--- config.mk ---
export PLATFORM = sky130hd
export DESIGN_NAME = mgpio_port
export DESIGN_NICKNAME = d
export VERILOG_FILES = /design/src/rtl/mgpio_pkg.sv /design/src/rtl/mgpio_ctrl.sv /design/src/rtl/mgpio_sync.sv /design/src/rtl/mgpio_datapath.sv /design/src/rtl/mgpio_port.sv
export SDC_FILE = /design/constraint.sdc
export NUM_CORES = 1
export LEC_CHECK = 0
export BUFFER_PORTS_ARGS = -buffer_cell sky130_fd_sc_hd__buf_4
export CAP_MARGIN = 30
export CORE_AREA = 10 10 134 136
export DETAILED_ROUTE_END_ITERATION = 6
export DIE_AREA = 0 0 144 146
export GPL_TIMING_DRIVEN = 0
export PLACE_DENSITY = 0.74
export SLEW_MARGIN = 40
export SYNTH_ARGS = -nofsm -noshare
export SYNTH_HDL_FRONTEND = slang
export SYNTH_SLANG_ARGS = --single-unit
--- constraint.sdc ---
create_clock -name clk -period 2.2 [get_ports clk]
set_clock_uncertainty 0.05 [all_clocks]
set_input_delay 0 -clock clk [delete_from_list [all_inputs] [get_ports clk]]
set_output_delay 0 -clock clk [all_outputs]
set_load 0.02 [all_outputs]
--- src/rtl/mgpio_pkg.sv ---
package mgpio_pkg;

  localparam logic [2:0] WIDX_DIR  = 3'd0;
  localparam logic [2:0] WIDX_MASK = 3'd4;
  localparam logic [2:0] WIDX_PIN  = 3'd5;
  localparam logic [2:0] WIDX_SET  = 3'd6;
  localparam logic [2:0] WIDX_CLR  = 3'd7;

  typedef enum logic [2:0] {
    RD_NONE,
    RD_ZERO,
    RD_DIR,
    RD_MASK,
    RD_PIN,
    RD_LATCH
  } rdSel_e;

  typedef struct packed {
    logic   dirWr;
    logic   maskWr;
    logic   pinWr;
    logic   setWr;
    logic   clrWr;
    rdSel_e rdSel;
  } strobe_t;

endpackage

--- src/rtl/mgpio_ctrl.sv ---
module mgpio_ctrl #(
  parameter int ADDR_W = 3
) (
  input  logic                  busWrEn,
  input  logic                  busRdEn,
  input  logic [ADDR_W-1:0]     busAddr,
  output mgpio_pkg::strobe_t    strb
);
  import mgpio_pkg::*;

  localparam int IDX_W = 3;

  logic             upperZero;
  logic [IDX_W-1:0] wordIdx;

  assign wordIdx = busAddr[IDX_W-1:0];

  generate
    if (ADDR_W > IDX_W) begin : gUpper
      assign upperZero = (busAddr[ADDR_W-1:IDX_W] == '0);
    end else begin : gNoUpper
      assign upperZero = 1'b1;
    end
  endgenerate

  always_comb begin
    strb = '0;
    strb.rdSel = RD_NONE;
    if (busWrEn && upperZero) begin
      unique case (wordIdx)
        WIDX_DIR:  strb.dirWr  = 1'b1;
        WIDX_MASK: strb.maskWr = 1'b1;
        WIDX_PIN:  strb.pinWr  = 1'b1;
        WIDX_SET:  strb.setWr  = 1'b1;
        WIDX_CLR:  strb.clrWr  = 1'b1;
        default:   ;
      endcase
    end
    if (busRdEn) begin
      if (!upperZero) begin
        strb.rdSel = RD_ZERO;
      end else begin
        unique case (wordIdx)
          WIDX_DIR:  strb.rdSel = RD_DIR;
          WIDX_MASK: strb.rdSel = RD_MASK;
          WIDX_PIN:  strb.rdSel = RD_PIN;
          WIDX_SET:  strb.rdSel = RD_LATCH;
          default:   strb.rdSel = RD_ZERO;
        endcase
      end
    end
  end

  // a write to an unlisted word index raises no write strobe
  always_comb begin
    if (busWrEn && upperZero && (wordIdx inside {3'd1, 3'd2, 3'd3})) begin
      a_r9_unlisted_no_strobe: assert ({strb.dirWr, strb.maskWr, strb.pinWr,
                                        strb.setWr, strb.clrWr} == 5'b0);
    end
  end

endmodule

--- src/rtl/mgpio_sync.sv ---
module mgpio_sync #(
  parameter int WIDTH  = 32,
  parameter int STAGES = 2
) (
  input  logic             clk,
  input  logic             rstN,
  input  logic [WIDTH-1:0] din,
  output logic [WIDTH-1:0] dout
);

  logic [WIDTH-1:0] stage [STAGES];

  generate
    for (genvar s = 0; s < STAGES; s++) begin : gStage
      if (s == 0) begin : gFirst
        always_ff @(posedge clk or negedge rstN) begin
          if (!rstN) stage[s] <= '0;
          else       stage[s] <= din;
        end
      end else begin : gNext
        always_ff @(posedge clk or negedge rstN) begin
          if (!rstN) stage[s] <= '0;
          else       stage[s] <= stage[s-1];
        end
      end
    end
  endgenerate

  assign dout = stage[STAGES-1];

endmodule

--- src/rtl/mgpio_datapath.sv ---
module mgpio_datapath #(
  parameter int PORT_W = 32
) (
  input  logic                clk,
  input  logic                rstN,
  input  mgpio_pkg::strobe_t  strb,
  input  logic [PORT_W-1:0]   wrData,
  input  logic [PORT_W-1:0]   padSync,
  output logic [PORT_W-1:0]   dirReg,
  output logic [PORT_W-1:0]   outLatch,
  output logic [PORT_W-1:0]   rdData
);
  import mgpio_pkg::*;

  logic [PORT_W-1:0] maskReg;
  logic [PORT_W-1:0] rdNext;

  always_ff @(posedge clk or negedge rstN) begin
    if (!rstN) begin
      dirReg  <= '0;
      maskReg <= '0;
    end else begin
      if (strb.dirWr)  dirReg  <= wrData;
      if (strb.maskWr) maskReg <= wrData;
    end
  end

  generate
    for (genvar i = 0; i < PORT_W; i++) begin : gBit
      always_ff @(posedge clk or negedge rstN) begin
        if (!rstN) begin
          outLatch[i] <= 1'b0;
        end else if (!maskReg[i]) begin
          if (strb.pinWr)                   outLatch[i] <= wrData[i];
          else if (strb.setWr && wrData[i]) outLatch[i] <= 1'b1;
          else if (strb.clrWr && wrData[i]) outLatch[i] <= 1'b0;
        end
      end
    end
  endgenerate

  always_comb begin
    unique case (strb.rdSel)
      RD_DIR:   rdNext = dirReg;
      RD_MASK:  rdNext = maskReg;
      RD_PIN:   rdNext = padSync & ~maskReg;
      RD_LATCH: rdNext = outLatch;
      default:  rdNext = '0;
    endcase
  end

  always_ff @(posedge clk or negedge rstN) begin
    if (!rstN) rdData <= '0;
    else       rdData <= rdNext;
  end

  // masked latch bits never move on a latch-changing write
  a_r5_masked_bits_hold: assert property (@(posedge clk) disable iff (!rstN)
    (strb.pinWr || strb.setWr || strb.clrWr)
      |=> (((outLatch ^ $past(outLatch)) & $past(maskReg)) == '0));

  // a set write only raises latch bits
  a_r6_set_only_raises: assert property (@(posedge clk) disable iff (!rstN)
    strb.setWr |=> (($past(outLatch) & ~outLatch) == '0));

  // a clear write only lowers latch bits
  a_r8_clear_only_lowers: assert property (@(posedge clk) disable iff (!rstN)
    strb.clrWr |=> ((outLatch & ~$past(outLatch)) == '0));

  // masked bits of a pin read come back zero
  a_r4_masked_read_zero: assert property (@(posedge clk) disable iff (!rstN)
    (strb.rdSel == RD_PIN) |=> ((rdData & $past(maskReg)) == '0));

  // no read strobe means zero read data next cycle
  a_r11_idle_read_zero: assert property (@(posedge clk) disable iff (!rstN)
    (strb.rdSel == RD_NONE) |=> (rdData == '0));

  // mask only changes on a mask write
  a_r3_mask_stable: assert property (@(posedge clk) disable iff (!rstN)
    !strb.maskWr |=> $stable(maskReg));

endmodule

--- src/rtl/mgpio_port.sv ---
module mgpio_port #(
  parameter int PORT_W      = 32,
  parameter int ADDR_W      = 3,
  parameter int SYNC_STAGES = 2
) (
  input  logic              clk,
  input  logic              rstN,
  input  logic              busWrEn,
  input  logic              busRdEn,
  input  logic [ADDR_W-1:0] busAddr,
  input  logic [PORT_W-1:0] busWrData,
  output logic [PORT_W-1:0] busRdData,
  input  logic [PORT_W-1:0] padIn,
  output logic [PORT_W-1:0] padOut,
  output logic [PORT_W-1:0] padOe
);
  import mgpio_pkg::*;

  strobe_t           strb;
  logic [PORT_W-1:0] padSync;
  logic [PORT_W-1:0] dirReg;
  logic [PORT_W-1:0] outLatch;

  mgpio_ctrl #(.ADDR_W(ADDR_W)) uCtrl (
    .busWrEn (busWrEn),
    .busRdEn (busRdEn),
    .busAddr (busAddr),
    .strb    (strb)
  );

  mgpio_sync #(.WIDTH(PORT_W), .STAGES(SYNC_STAGES)) uSync (
    .clk  (clk),
    .rstN (rstN),
    .din  (padIn),
    .dout (padSync)
  );

  mgpio_datapath #(.PORT_W(PORT_W)) uData (
    .clk      (clk),
    .rstN     (rstN),
    .strb     (strb),
    .wrData   (busWrData),
    .padSync  (padSync),
    .dirReg   (dirReg),
    .outLatch (outLatch),
    .rdData   (busRdData)
  );

  assign padOe  = dirReg;
  assign padOut = outLatch;

endmodule

After elaboration in Yosys (flattened, before gate mapping)
Cells that the tools add are included.
- flip-flop bits (word level): 192
- input port bits: 71
- output and inout port bits: 96
- word-level logic and storage cells: 313
- equality and inequality tests: 8
- mux-type cells: 105
- bitwise operators: 34
- reduce and logical (&&, ||, !) cells: 129
- operators with widths (operator ; count):
    $pmux W32 S4 ; 1
    $mux W1 ; 101
    $reduce_bool A3 Y1 ; 32
    $logic_and A1 B1 Y1 ; 64
    $reduce_and A2 Y1 ; 32
    $and A32 B32 Y32 ; 1
    $not A1 Y1 ; 32
    $not A32 Y32 ; 1
    $eq A3 B3 Y1 const B ; 6
    $pmux W3 S4 ; 1
    $eq A3 B2 Y1 const B ; 2
    $mux W5 ; 1
    $logic_not A3 Y1 ; 1
    $mux W3 ; 1

Longest topological paths before layout
Gate-level depths: netlist of run 1.
- depth in word-level cells: 7
- depth in mapped cells: 6
- gate-level depth less buffers: 3

Hierarchy
Synthesis of run 1 repeated with hierarchy kept, for this count alone.
- cells, all modules: 596
- area, all modules: 7763.7 um^2
- by module, submodules not included (module ; instances ; cells an instance ; area each (um^2) ; seq. area each (um^2)):
    mgpio_datapath ; 1 ; 486 ; 5843.1 ; 3203.1
    mgpio_sync ; 1 ; 96 ; 1841.8 ; 1601.5
    mgpio_ctrl ; 1 ; 14 ; 78.8 ; 0.0

Least setup slack after synthesis of run 1
OpenSTA, ideal clock, no wires.
- path kind: input to register
- start: input port busAddr[0]
- end: register uData.dirReg[22]
- setup time: 0.125 ns
- arrival time: 1.062 ns
- data required time: 2.025 ns
- path slack: 0.963 ns
- cell stages on the path: 4
- buffers on the path: 2
- cells stage by stage: buf_4 > nor4b_4 > buf_6 > mux2_2
- longest elaborated chain between the ends: 3
- ends and longest elaborated chain (element ; RTL line ; text):
    start: declaration ; mgpio_port.sv:10 ; input logic [ADDR_W-1:0] busAddr,
    $logic_not A3 Y1 ; mgpio_ctrl.sv:30 ; unique case (wordIdx)
    $mux W1 ; mgpio_ctrl.sv:30 ;
    $mux W5 ; mgpio_ctrl.sv:29 ; if (busWrEn && upperZero) begin
    end signal: assignment ; mgpio_datapath.sv:23 ; if (strb.dirWr) dirReg <= wrData;
    end: declaration ; mgpio_datapath.sv:9 ; output logic [PORT_W-1:0] dirReg,
Every way passes these cells.
A chain may end at the register's enable or synchronous reset.

Final worst setup path of run 1
- start: input port busAddr[2]
- end: register uData.dirReg[0]
Same word-level chain as after synthesis.

==> results of run 1 <==
-- layout by cell type (no fill, tap or decap), drive strengths merged --
| cell type | synthesis | routed |
|---|---|---|
| buf | 23 | 191 |
| mux2 | 64 | 64 |
| a32o | 32 | 32 |
| nand3b | 1 | 1 |
| nand2 | 32 | 32 |
| and4bb | 1 | 1 |
| clkinvlp | 0 | 4 |
| and4b | 1 | 1 |
| dlygate4sd3 | 0 | 68 |
| nand4 | 1 | 1 |
| o21bai | 64 | 64 |
| inv | 0 | 5 |
| clkinv | 0 | 2 |
| o211ai | 1 | 1 |
| clkbuf | 9 | 27 |
| mux2i | 32 | 32 |
| nor4b | 2 | 2 |
| dfrtp | 192 | 192 |
| bufinv | 0 | 3 |
| nand4b | 1 | 1 |
| o221ai | 32 | 32 |
| nand2b | 32 | 32 |
-- final cells by class --
cell class,count,area share (%)
flip-flops and latches,192,46.3
multi-input cells,296,24.5
repair buffers,236,19.3
clock buffers,18,4.14
well taps,192,2.32
plain buffers,32,1.80
clock inverters,14,1.71
-- power groups by stage --
stage	combinational [uW]	clock [uW]	sequential, uW
after floorplan	942	0	5060
after global placement	2440	0	4630
after detailed placement	2530	0	4680
after CTS	2640	3230	4620
after global routing	2800	3370	4720
final	2610	3160	4630
-- logic make-up after synthesis --
group / after synthesis
and+or+nand+nor: 71
muxes: 96
AOI/OAI and AO/OA: 129
DFF: 192
buffers and inverters: 32
-- through the flow --
stage | worst slack [ps] | hold WS [ps] | cell area (um^2) | setup TNS (ps) | util, %
final | 294 | 36.9 | 10400 | 0 | 67.0
after global routing | 244 | 65.5 | 10400 | 0 | 67.0
after CTS | 300 | 21.9 | 10400 | 0 | 67.1
after detailed placement | 640 | -209 | 9080 | 0 | 58.7
after global placement | -68.8 | 59.2 | 9000 | -9930 | 58.1
after floorplan | 963 | -346 | 7530 | 0 | -
-- registers in the layout (all words and copies together), names as in the netlist --
signal / cells
uData.outLatch: 32
uData.rdData: 32
uSync.stage: 32
uData.maskReg: 32
uSync.dout: 32
uData.dirReg: 32
-- worst max-delay path, stage by stage --
cell and delay (ps):
dlygate4sd3_1 570, buf_6 150, nor4b_4 420, dlygate4sd3_1 680
mux2_2 350
-- per-layer routing --
layer | share of wire (%) | up-vias
li1 | - | 2449
met1 | 41 | 2804
met2 | 49 | 177
met3 | 8.9 | 20
met4 | 1.2 | 0
met5 | 0 | -
-- final timing paths --
path	from	endpoint	depth (start not counted)
worst max-delay path	busAddr[2]	uData.dirReg[0]	5
worst min-delay path	busWrEn	uData.outLatch[31]	3
worst max register to register	uData.outLatch[18]	uData.outLatch[18]	2
worst min register to register	uSync.stage[54]	uSync.dout[22]	0
max in group asynchronous	rstN	uData.rdData[28]	5
min in group asynchronous	rstN	uSync.dout[5]	3
==> results summary, run 1 <==
The run finished with clean final reports. In the global route stage, met1 resource usage came out at 24.1%. The initial antenna violation count came to 0. The flop and latch count out of synthesis came out at 192. Summing the areas of all compound-gate instances in the mapped netlist gives 14.5% of the synthesized area. The relative contribution of combinational cells to total power is 25.1%. In this run the cell area of the synthesized design comes to 7530 um^2.

The final number of setup-violating endpoints came out at 0. The sequential cell fraction of total power is 44.6%. In the final design database the tool counted 846 nets.

The via count came out at 5450. The total DRC errors in the routed layout came out at 0. Once detail routing completed, the nets flagged for antenna violations numbered 0. Row generation in the floorplan step produced 46 rows. For this run, asynchronously set or reset flops after synthesis account for 100%. The share of the synthesized area in the top cell type came out at 63.8%.

The maximum resistive drop on vdd came out at 0.000618 V. The maximum buffer depth of the clock tree is 2. The initial cell density of the core is 48.6%. The register area is 4800 um^2. The area share of and/or/nand/nor cells after synthesis came out at 5.37%. The post-synth net total is 591. After floorplanning, the core was sized to cover 15500 um^2.

The antenna diode count is 0. After Yosys synthesis, XOR and XNOR cells account for 0% of the synthesized area. The count of input and output buffers came out at 164. The number of pins exceeding their max-slew limit in the final report came out at 0. The unique cell type count in the Yosys netlist is 21.

The overall global routing resource usage came out at 20.1%. The post-CTS setup buffer count is 0. After clock tree synthesis, the clock-pin slew on the worst setup and hold paths is 70 ps. The wire length per cell is 21.3 um. Counting instances in the post-synthesis netlist gives the leading cell types as 192 x dfrtp_1, 64 x o21bai_1, 59 x mux2_2. The wire length of the first global-routing pass came out at 32.8 mm. The mux cell area share after synthesis came out at 13.8%. The kind of launch point of the worst setup path is a primary input. The sink count of the clock tree is 192. Post-CTS repair changed the size of 0 cells. In this run the number of H-tree levels came out at 4. The final number of hold-violating endpoints came to 0.

For this run, global-route usage on met2 was measured as 33.1%. Setup repair after global routing left no endpoint under its margin. The detailed router finished its first iteration with 240 violations. In the finished design, the share of the clock period the worst path needs comes to 86.6%.

The total of fill cells in the finished design came out at 1125. The number of detailed-routing iterations run before antenna repair came out at 6. STA classifies the critical path endpoint as a flop. After Yosys synthesis, full adders, half adders and majority gates account for 0% of the synthesized area. The final layout contains routed wiring with a total length of 20.9 mm. Data on the critical path is required at its endpoint by 2470 ps. The synthesis-to-layout area growth came out at 37.8%.

The slack of the worst reg-to-reg path is 1170 ps. Hold repair after CTS inserted 69 buffers. The headroom to the max-slew limit came out at 50.3%. Of the synthesized area, sequential elements account for 63.8%.

The number of synthesized flops with an enable pin is 0. After global routing the overflow that remains totals 0. The final non-filler cell total is 980. Measured along the y axis, the die boundary spans 146 um. The count of warnings emitted by yosys came out at 0.

Measured along the x axis, the die boundary spans 144 um. The clock network power share came out at 30.4%. The pin slew with the least headroom to its limit is 746 ps. The largest fanout of any net on the critical path came out at 8. The number of max-cap violations came out at 0. After global routing, the most crowded layer is met2. The synthesized instance count came out at 520. The type of the worst min-delay path is in -> reg. The internal portion of total power is 7280 uW. The timing-limited maximum frequency came out at 0.525 GHz. The pin count of the biggest net entering global routing is 69.

After layout, the design draws a total of 10400 uW. The placed instance count is 879. In this run the power density over the cells is 1000 nW/um^2. The post-detailed-placement half-perimeter wirelength came out at 13.9 mm.

The post-detailed-route via-to-cell ratio is 5.56. The worst setup path is of the in -> reg kind. Clock tree synthesis inserted a total of 17 buffers. The number of global-route vias before repair came out at 6003. The floorplan die area is 21000 um^2. The multi-input gate area in the final layout is 2540 um^2. The largest total area in the synthesized netlist belongs to dfrtp_1. By area, the combinational part of the netlist is dominated by compound AO/OA/AOI/OAI gates.

TritonCTS built the clock tree. The later pin in the worst-skew pair is clocked with a latency of 430 ps. The number of top-level pins is 167.

Of the total power, the share spent switching nets is 30.1%. The met3 routing resource usage after global routing came out at 7.38%. The routability congestion estimate from global placement came out at 0.805. The share of cells above drive strength 1 came out at 36.0%. The worst path arrival time is 2170 ps. The mean instance size in the synthesized netlist is 14.5 um^2. The tree is rooted in a clkbuf_16. Yosys attributes the largest share of cell area to dfrtp_1 64%, mux2_2 8.8%, o21bai_1 6.4%, a32o_1 4.3%, mux2i_1 4.3%. Yosys instantiated no cell more often than dfrtp_1. Among all flip-flop cells after synthesis, the most frequent one is dfrtp_1.

The leakage power summed over all cells is 0.00476 uW. The net switching power figure came out at 3130 uW. The post-layout minimum cycle time came out at 1910 ps.
Note: power is estimated with default switching activity, not from simulation.
==> run 2: changes to the inputs <==
Settings changed: ABC_AREA from default to 1, CORE_AREA 10 10 134 136 to 10 10 140 142, DIE_AREA 0 0 144 146 to 0 0 150 152, PLACE_DENSITY 0.74 to 0.73.
==> results summary, run 2 <==
The sink count of the clock tree is 192 (unchanged). The count of input and output buffers is 164 (unchanged). The post-route fraction of the period consumed by the critical path came out at 59.4% (was 86.6%). The required arrival time at the worst endpoint came to 2460 ps (was 2470 ps).

Leading cell types in the layout, fill and taps excluded: 322 x nand2_1, 192 x dfrtp_1, 164 x buf_4, 100 x inv_1, 96 x nor2_1 (was 192 x dfrtp_1, 168 x buf_4, 68 x dlygate4sd3_1, 64 x o21bai_1, 59 x mux2_2). The overall global routing resource usage is 22.8% (was 20.1%). The mean instance size in the synthesized netlist was 8.28 um^2 (was 14.5 um^2). The origin of the critical flop-to-flop path is uData.maskReg[12] (was uData.outLatch[18]). The core occupancy in the finished layout is 65.3% (was 67.0%). The post-detailed-route via-to-cell ratio came to 5.15 (was 5.56). The initial cell density of the core came out at 48.7% (was 48.6%). The post-synthesis sequential area ratio is 58.3% (was 63.8%). The commonest non-fill, non-tap cell in the layout is nand2_1 (was dfrtp_1). The most numerous cell in the Yosys netlist is nand2_1 (was dfrtp_1). Leading cell types by count after synthesis: 322 x nand2_1, 192 x dfrtp_1, 100 x inv_1 (was 192 x dfrtp_1, 64 x o21bai_1, 59 x mux2_2). The number of buffers created by CTS came to 17 (unchanged).

The kind of launch point of the worst setup path is a primary input (unchanged). The via count came out at 7643 (was 5450). The share of cells above drive strength 1 is 18.7% (was 36.0%). The number of global-route vias before repair was 7476 (was 6003).

Setup repair after global routing missed its margin: false (unchanged). The type of the worst min-delay path is in -> async (was in -> reg). The pin slew with the least headroom to its limit is 628 ps (was 746 ps). The worst slack at placement came out at 752 ps (was 640 ps).

The initial antenna violation count came out at 0 (unchanged). The post-synthesis instance area is 8240 um^2 (was 7530 um^2). The maximum resistive drop on vdd is 0.000561 V (was 0.000618 V). The termination of the worst setup path is uData.rdData[19] (was uData.dirReg[0]). The pin count of the biggest net entering global routing is 76 (was 69). The post-layout minimum cycle time is 1310 ps (was 1910 ps). The headroom to the max-slew limit came out at 58.2% (was 50.3%).

The CTS clock-pin slew for the worst setup and hold paths is 60 ps (was 70 ps). The timing-limited maximum frequency is 0.765 GHz (was 0.525 GHz). The vertical extent of the die is 152 um (was 146 um). The final number of setup-violating endpoints came to 0 (unchanged). The post-synth net total came out at 1066 (was 591). The sort of element at the end of the critical path is a flop (unchanged). The largest fanout of any net on the critical path is 10 (was 8). The worst reg2reg path depth is 5 (was 2). The share of synthesized flip-flops with an asynchronous set or reset came out at 100% (unchanged). The power consumption came out at 8690 uW (was 10400 uW). The leakage power summed over all cells is 0.00567 uW (was 0.00476 uW). The number of max-cap violations is 0 (unchanged). The post-detailed-placement half-perimeter wirelength is 17.2 mm (was 13.9 mm).

The post-route setup TNS is 0 ps (unchanged). The total DRC errors in the routed layout came out at 0 (unchanged). The number of detailed-routing iterations run before antenna repair came to 6 (unchanged). The unique cell type count in the Yosys netlist is 17 (was 21). Cell types with the largest area share after synthesis: dfrtp_1 58%, nand2_1 15%, o21ai_0 5.2%, inv_1 4.6%, nor2_1 4.4% (was dfrtp_1 64%, mux2_2 8.8%, o21bai_1 6.4%, a32o_1 4.3%, mux2i_1 4.3%). The floorplan die area is 22800 um^2 (was 21000 um^2).

The most used flip-flop cell after synthesis is dfrtp_1 (unchanged). The post-CTS setup buffer count is 0 (unchanged). The number of pins exceeding their max-slew limit in the final report is 0 (unchanged). The total routed wirelength is 26.0 mm (was 20.9 mm). The flop and latch count out of synthesis is 192 (unchanged). The count of warnings emitted by yosys is 0 (unchanged). The maximum buffer depth of the clock tree is 2 (unchanged). The iteration-0 DRC count of the detailed router came to 705 (was 240). The later-pin clock latency in the skew report came out at 430 ps (about the same). The smallest setup slack after layout is 893 ps (was 294 ps). The worst path arrival time was 1560 ps (was 2170 ps). The count of antenna-violating nets left after detailed routing was 0 (unchanged). The placed instance count is 1386 (was 879). The number of synthesized flops with an enable pin was 0 (unchanged). The width of the die is 150 um (was 144 um). The total number of nets in the final design is 1317 (was 846). The area of the core region came out at 16900 um^2 (was 15500 um^2).

The wire length per cell is 17.5 um (was 21.3 um). The final number of hold-violating endpoints is 0 (unchanged). The synthesized instance count is 995 (was 520).

The clock tree from TritonCTS is done (unchanged). The capturing point of the worst reg2reg path is uData.rdData[12] (was uData.outLatch[18]). The launch point of the critical path is busRdEn (was busAddr[2]). The number of top-level pins came out at 167 (unchanged). The master cell of the clock root buffer was clkbuf_16 (unchanged). The routability congestion estimate from global placement was 0.872 (was 0.805). The remaining global-route overflow is 0 (unchanged).

The synthesis-to-layout area growth came out at 34.1% (was 37.8%). Status: completed (unchanged). The wire length of the first global-routing pass is 40.8 mm (was 32.8 mm).

The share of the synthesized area in the top cell type is 58.3% (was 63.8%). The cell type contributing the most total cell area after synthesis is dfrtp_1 (unchanged). The number of placement rows is 48 (was 46). The depth of the CTS H-tree came to 4 (unchanged). The slack of the worst reg-to-reg path came to 1210 ps (was 1170 ps). The final non-filler cell total came out at 1485 (was 980). The cell area power density came out at 786 nW/um^2 (was 1000 nW/um^2). The number of gates given a new drive strength after cts is 0 (unchanged).

The classification of the worst setup path is in -> reg (unchanged).
## run 2: cell count changes after synthesis, sizes merged, moves of 34 or more
| cell | before | now |
|---|---|---|
| nand2 | 32 | 322 |
| inv | 0 | 100 |
| nor2 | 0 | 100 |
| o21ai | 0 | 96 |
| nand3 | 0 | 66 |
| mux2 | 64 | 0 |
| o21bai | 64 | 0 |
| nand4 | 1 | 35 |
## run 2: cell type report
class | count | area (um^2)
repair buffers | 232 | 1950
diodes | 1 | 2.50
flip-flops and latches | 192 | 4800
fillers | 1388 | 5880
clock inverters | 13 | 139
well taps | 225 | 282
inverters | 100 | 375
multi-input cells | 651 | 2800
plain buffers | 52 | 263
clock buffers | 19 | 433
## run 2: logic make-up (layout without fill, tap and decap cells)
family,count (synthesis),in the layout,share of synthesized area (%)
flip-flops,192,192,58.3
AND/OR/NAND/NOR,523,523,26.2
AO/OA/AOI/OAI,128,128,7.77
other,0,1,0
buffers and inverters,152,416,7.74
## run 2: worst min-delay path by stage
stage / end / slack [ps] / cells past startpoint
2_1_floorplan: uData.dirReg[0] / -350 / 0
4_1_cts: uData.outLatch[13] / 0.4 / 5
5_1_grt: uSync.dout[17] / 30 / 2
3_5_place_dp: uData.rdData[17] / -130 / 1
3_3_place_gp: uSync.stage[40] / 60 / 1
6_report: uSync.stage[49] / 3 / 2
## run 2: where the power goes
group          leakage (uW)  switching, uW  total, uW  internal (uW)
Clock              0.000266           1360       3040           1680
Sequential          0.00243            288       4170           3880
Combinational       0.00297            874       1480            604
Total               0.00567           2530       8690           6160
## run 2: worst max-delay path: stages
cell           delay (ps)
dlygate4sd3_1         550
buf_4                 160
nand4_1               210
buf_2                 330
nor2_1                 90
nor2_1                120
nand3_1                90
## run 2: timing repair
item                                    CTS  global route
endpoints found under the hold margin   321             0
hold buffers                             66             0
endpoints found under the setup margin    0             0
## run 2: stage by stage
| step | cell area [um^2] | hold slack [ps] |
|---|---|---|
| floorplan | 8240 | -346 |
| detailed placement | 9820 | -134 |
| global placement | 9760 | 59.5 |
| global route | 11100 | 31.8 |
| CTS | 11100 | 0.368 |
| finish | 11100 | 3.15 |
## run 2: layer usage
metal | track usage, % | part of all wire (%) | vias to the layer above
met3 | 6.53 | 8.4 | 38
li1 | - | - | 3646
met2 | 37.6 | 49 | 308
met5 | 0 | 0 | -
met4 | 6.25 | 1.8 | 0
met1 | 28.4 | 40 | 3651
